$ cat config.mk
export PLATFORM = sky130hd
export DESIGN_NAME = spi_capture_mask
export DESIGN_NICKNAME = d
export VERILOG_FILES = /design/src/rtl/scm_pkg.sv /design/src/rtl/scm_edge_sync.sv /design/src/rtl/scm_bus_sync.sv /design/src/rtl/scm_shifter.sv /design/src/rtl/spi_capture_mask.sv
export SDC_FILE = /design/constraint.sdc
export NUM_CORES = 1
export LEC_CHECK = 0
export CAP_MARGIN = 20
export CORE_MARGIN = 4
export CORE_UTILIZATION = 35
export CTS_BUF_LIST = sky130_fd_sc_hd__clkbuf_16
export DETAILED_ROUTE_END_ITERATION = 8
export GPL_ROUTABILITY_DRIVEN = 1
export GPL_TIMING_DRIVEN = 0
export SETUP_SLACK_MARGIN = 0.4
export SLEW_MARGIN = 25
export SYNTH_ARGS = -nofsm -noshare
export SYNTH_HDL_FRONTEND = slang
export SYNTH_HIERARCHICAL = 1
export SYNTH_SLANG_ARGS = --single-unit
$ cat constraint.sdc
create_clock -name clk -period 1.8 [get_ports clk]
set_input_delay 0.27 -clock clk [delete_from_list [all_inputs] [get_ports clk]]
set_output_delay 0.27 -clock clk [all_outputs]
set_load 0.005 [all_outputs]
$ cat src/rtl/scm_pkg.sv
package scm_pkg;
    localparam int unsigned SCM_WIDTH = 16;

    typedef struct packed {
        logic lvl;
        logic rise;
        logic fall;
    } edge_t;

    function automatic logic [SCM_WIDTH-1:0] push_lsb(input logic [SCM_WIDTH-1:0] w,
                                                      input logic b);
        return {w[SCM_WIDTH-2:0], b};
    endfunction
endpackage

$ cat src/rtl/scm_edge_sync.sv
module scm_edge_sync #(
    parameter int unsigned STAGES = 2,
    parameter logic        IDLE   = 1'b0
) (
    input  logic            clk,
    input  logic            rst,
    input  logic            din,
    output scm_pkg::edge_t  ev
);
    logic [STAGES-1:0] chain_q;
    logic              prev_q;

    always_ff @(posedge clk) begin
        if (rst) begin
            chain_q <= {STAGES{IDLE}};
            prev_q  <= IDLE;
        end else begin
            chain_q <= {chain_q[STAGES-2:0], din};
            prev_q  <= chain_q[STAGES-1];
        end
    end

    always_comb begin
        ev.lvl  = chain_q[STAGES-1];
        ev.rise = chain_q[STAGES-1] & ~prev_q;
        ev.fall = ~chain_q[STAGES-1] & prev_q;
    end
endmodule

$ cat src/rtl/scm_bus_sync.sv
module scm_bus_sync #(
    parameter int unsigned WIDTH  = 16,
    parameter int unsigned STAGES = 2
) (
    input  logic             clk,
    input  logic             rst,
    input  logic [WIDTH-1:0] din,
    output logic [WIDTH-1:0] dout
);
    logic [WIDTH-1:0] stage_q [STAGES];

    generate
        for (genvar s = 0; s < STAGES; s++) begin : g_stage
            always_ff @(posedge clk) begin
                if (rst) stage_q[s] <= '0;
                else if (s == 0) stage_q[s] <= din;
                else stage_q[s] <= stage_q[(s == 0) ? 0 : s-1];
            end
        end
    endgenerate

    assign dout = stage_q[STAGES-1];
endmodule

$ cat src/rtl/scm_shifter.sv
module scm_shifter #(
    parameter int unsigned WIDTH = 16
) (
    input  logic             clk,
    input  logic             rst,
    input  logic             active,
    input  logic             start,
    input  logic             sck_rise,
    input  logic             sck_fall,
    input  logic             sdin_s,
    input  logic [WIDTH-1:0] load_word,
    output logic [WIDTH-1:0] word_q,
    output logic [WIDTH-1:0] merged,
    output logic             first_rise
);
    logic loaded_q;
    logic pend_v_q;
    logic pend_b_q;

    assign first_rise = active & sck_rise & ~loaded_q;

    always_ff @(posedge clk) begin
        if (rst) begin
            word_q   <= '0;
            loaded_q <= 1'b0;
            pend_v_q <= 1'b0;
            pend_b_q <= 1'b0;
        end else if (start) begin
            loaded_q <= 1'b0;
            pend_v_q <= 1'b0;
        end else if (active) begin
            if (sck_rise) begin
                if (!loaded_q) begin
                    word_q   <= load_word;
                    loaded_q <= 1'b1;
                end else if (pend_v_q) begin
                    word_q <= {word_q[WIDTH-2:0], pend_b_q};
                end
                pend_v_q <= 1'b0;
            end else if (sck_fall) begin
                pend_b_q <= sdin_s;
                pend_v_q <= 1'b1;
            end
        end
    end

    always_comb begin
        merged = word_q;
        if (pend_v_q) merged = {word_q[WIDTH-2:0], pend_b_q};
    end

    p_idle_hold_r3: assert property (@(posedge clk) disable iff (rst)
        !active |=> $stable(word_q));
endmodule

$ cat src/rtl/spi_capture_mask.sv
module spi_capture_mask #(
    parameter int unsigned WIDTH       = scm_pkg::SCM_WIDTH,
    parameter int unsigned SYNC_STAGES = 2
) (
    input  logic             clk,
    input  logic             rst,
    input  logic [WIDTH-1:0] pins_in,
    input  logic             cs_n,
    input  logic             sclk,
    input  logic             sdin,
    output logic             sdo_data,
    output logic             sdo_oe,
    output logic [WIDTH-1:0] status_q,
    output logic [WIDTH-1:0] mask_q
);
    import scm_pkg::*;

    edge_t            cs_ev, sck_ev, sdi_ev;
    logic [WIDTH-1:0] pins_s;
    logic [WIDTH-1:0] sh_word, sh_merged;
    logic             first_rise;
    logic             active, commit, zero_commit;

    scm_edge_sync #(.STAGES(SYNC_STAGES), .IDLE(1'b1)) u_cs_sync (
        .clk(clk), .rst(rst), .din(cs_n), .ev(cs_ev));
    scm_edge_sync #(.STAGES(SYNC_STAGES), .IDLE(1'b0)) u_sck_sync (
        .clk(clk), .rst(rst), .din(sclk), .ev(sck_ev));
    scm_edge_sync #(.STAGES(SYNC_STAGES), .IDLE(1'b0)) u_sdi_sync (
        .clk(clk), .rst(rst), .din(sdin), .ev(sdi_ev));
    scm_bus_sync #(.WIDTH(WIDTH), .STAGES(SYNC_STAGES)) u_pin_sync (
        .clk(clk), .rst(rst), .din(pins_in), .dout(pins_s));

    assign active      = ~cs_ev.lvl;
    assign commit      = cs_ev.rise;
    assign zero_commit = commit & (sh_merged == '0);

    scm_shifter #(.WIDTH(WIDTH)) u_shift (
        .clk(clk), .rst(rst), .active(active), .start(cs_ev.fall),
        .sck_rise(sck_ev.rise), .sck_fall(sck_ev.fall), .sdin_s(sdi_ev.lvl),
        .load_word(status_q), .word_q(sh_word), .merged(sh_merged),
        .first_rise(first_rise));

    always_ff @(posedge clk) begin
        if (rst) begin
            status_q <= '0;
            mask_q   <= '0;
        end else begin
            if (cs_ev.fall) status_q <= pins_s;
            else if (zero_commit) status_q <= '0;
            if (commit) mask_q <= sh_merged;
        end
    end

    assign sdo_data = sh_word[WIDTH-1];
    assign sdo_oe   = active;

    p_status_hold_r1: assert property (@(posedge clk) disable iff (rst)
        !cs_ev.fall && !commit |=> $stable(status_q));
    p_load_msb_r2: assert property (@(posedge clk) disable iff (rst)
        first_rise |=> sdo_data == $past(status_q[WIDTH-1]));
    p_mask_hold_r4: assert property (@(posedge clk) disable iff (rst)
        !commit |=> $stable(mask_q));
    p_zero_reset_r6: assert property (@(posedge clk) disable iff (rst)
        zero_commit |=> (status_q == '0) && (mask_q == '0));
    p_oe_idle_r5: assert property (@(posedge clk) disable iff (rst)
        commit |=> !sdo_oe);
endmodule

==> flow_summary.yaml <==
run_status:
  status: "finished with violations"
  violations: "setup timing"
floorplan:
  core_mm2: 0.00924
  num_io_pins: 55
  die_h_um: 105
  rows: 35
  initial_utilization: 0.359
  fp.dieW_um: 105
  die_area_mm2: 0.0111
critical_path:
  crit_slowest_cell: "dfxtp_2"
  cp_max_fo: 6
  worstSetupPathType: "flip-flop to flip-flop"
  end_kind: "flip-flop"
  required_ns: 2.02
  crit_chain: "buf_6 > buf_12 > mux2_4 > nor4_4 > and3_4 > a311oi_4 > buf_6 > buf_6 > a22o_1"
  cp.arrival_ns: 2.30
  crit_buf_inv: 4
  critPathMaxStageDelay_ns: 0.32
  crit_top_cell: "buf_6"
  critical_path.top_delay_family: "buffers and inverters"
  worstSetupStartpointType: "flip-flop"
place:
  dp.cells: 452
  routabilityCongestion: 0.769
  dpl.hpwl_mm: 4.60
  io_buffers: 54
  pre_cts_slack_ns: -0.637
  placed_area_mm2: 0.00408
logic_synthesis:
  synthCells: 269
  synthesis.area_mm2: 0.00332
  ys_warn_count: 6
  synth_fp_nets: 290
  syn-mean-instance-area_um2: 12.3
drt:
  drtIter0Drc: 69
  vias: 2219
  ant_nets: 0
  via_per_inst: 4.46
  first_pass_iters: 4
  routedWlPerCell_um: 13.7
  drc_errors: 0
  drt_wl_total_mm: 6.81
layout:
  area_delta_synth_final_pct: 45.0
  drive_gt1_frac: 0.356
  nFillCells: 798
  fin_nets: 384
  stdcell_count: 497
  final_area_mm2: 0.00481
  antenna_cells: 0
timing:
  setup-violations-final: 16
  fin_skew_ns: 0.00649
  fin_crit_ns: 2.08
  fmax_ghz: 0.481
  worstMarginPinSlew_ns: 0.437
  relSlewSlack: 0.708
  drv_slew: 0
  final.setup.worst_slack_ns: -0.277
  finalCritPeriodShare: 1.15
  rsz0062_at_grt: "true"
  hold_viol: 0
cts:
  cts.sinks: 91
  clkTransAtPathRegs_ns: 0.07
  cts_buffers: 9
  cts_tree: "built"
  cts_root_buffer: "clkbuf_16"
  worstSkewPairLatency_ns: 0.33
  cts_buffer_depth: 2
  h-tree-depth: 3
  postCtsHoldBufs: 0
grt:
  grt_use_total: 0.126
  grt_max_degree: 20
  grt_pass1_vias: 2239
  antenna_found_initial: 0
  grt_first_pass_wirelength_mm: 11.1
  overflow: 0
power_and_ir_drop:
  peakVddDrop_mv: 0.509
  powerDensity_mw_per_mm2: 892
  p_leak_nw: 2.09
flow_run:
  drv_cap: 0
worst_hold_path:
  hold_class: "flip-flop to flip-flop"
## cell usage in the layout (no fill, tap or decap), types with 3 or more instances in the layout
cell             count
a22o_1              32
clkinvlp_4           3
nor2_1              18
buf_4               18
dlygate4sd2_1       29
dlymetal6s2s_1       4
dfxtp_1             69
clkdlybuf4s50_1     19
nor2b_1             39
buf_6               21
clkbuf_16            9
mux2_4              28
mux2_2               4
dfxtp_2             21
mux2i_1             17
or2_1                3
## metal layers
layer  up-vias  GRT usage  wire length, um
met3        10     0.0367              347
met1      1034      0.158             3130
met4         0     0.0478               94
met2        49      0.205             3240
li1       1126          -                -
met5         -          0                0
## worst paths after layout
| path | cells after the start | startpoint | to | slack [ns] |
|---|---|---|---|---|
| worst min-delay path | 1 | u_cs_sync/chain_q[0] | u_cs_sync/chain_q[1] | 0.41 |
| worst max register to register | 9 | u_shift/pend_v_q | status_q[4] | -0.28 |
| worst max-delay path | 9 | u_shift/pend_v_q | status_q[4] | -0.28 |
| worst min register to register | 1 | u_cs_sync/chain_q[0] | u_cs_sync/chain_q[1] | 0.41 |
## sequential cells by signal, indices dropped and copies added, names as in the netlist, 2 cells and up
| register | count |
|---|---|
| mask_q | 16 |
| u_pin_sync/stage_q | 32 |
| u_sdi_sync/chain_q | 2 |
| status_q | 16 |
| u_cs_sync/chain_q | 2 |
| u_shift/word_q | 16 |
| u_sck_sync/chain_q | 2 |
## report_power, final
group / internal (mW) / switching (mW) / leakage (nW)
registers: 2.06 / 0.0137 / 0.752
clock network: 1.22 / 0.790 / 0.148
logic: 0.126 / 0.0806 / 1.19
total: 3.41 / 0.884 / 2.09
## per-stage QoR
stage          hold slack, ns  TNS, ns  power, mW   util
2_1_floorplan           0.342   -0.861       2.22      -
3_3_place_gp            0.388   -16.24       2.30  0.441
3_5_place_dp            0.395   -16.03       2.30  0.441
4_1_cts                 0.410    -3.81       4.32  0.504
5_1_grt                 0.427    -4.92       4.43  0.521
6_report                0.406    -4.07       4.29  0.521
## area by class of cell
class / instances / area [um2] / share of cell area
Tap cell: 129 / 161 / 0.0335
Clock buffer: 9 / 225 / 0.0468
Inverter: 1 / 6.26 / 0.00130
Clock inverter: 7 / 100 / 0.0208
Sequential cell: 91 / 1850 / 0.385
Timing Repair Buffer: 83 / 810 / 0.168
Multi-Input combinational cell: 158 / 1470 / 0.306
Buffer: 19 / 186 / 0.0387
## timing repair
| item | in CTS | in global routing |
|---|---|---|
| buffers inserted | 20 | 8 |
| gates resized for setup | 80 | 25 |
| pin swaps | 4 | 10 |
| endpoints found under the setup margin | 77 | 44 |
| cloned | 1 | 0 |
(Power assumes the default switching activity.)
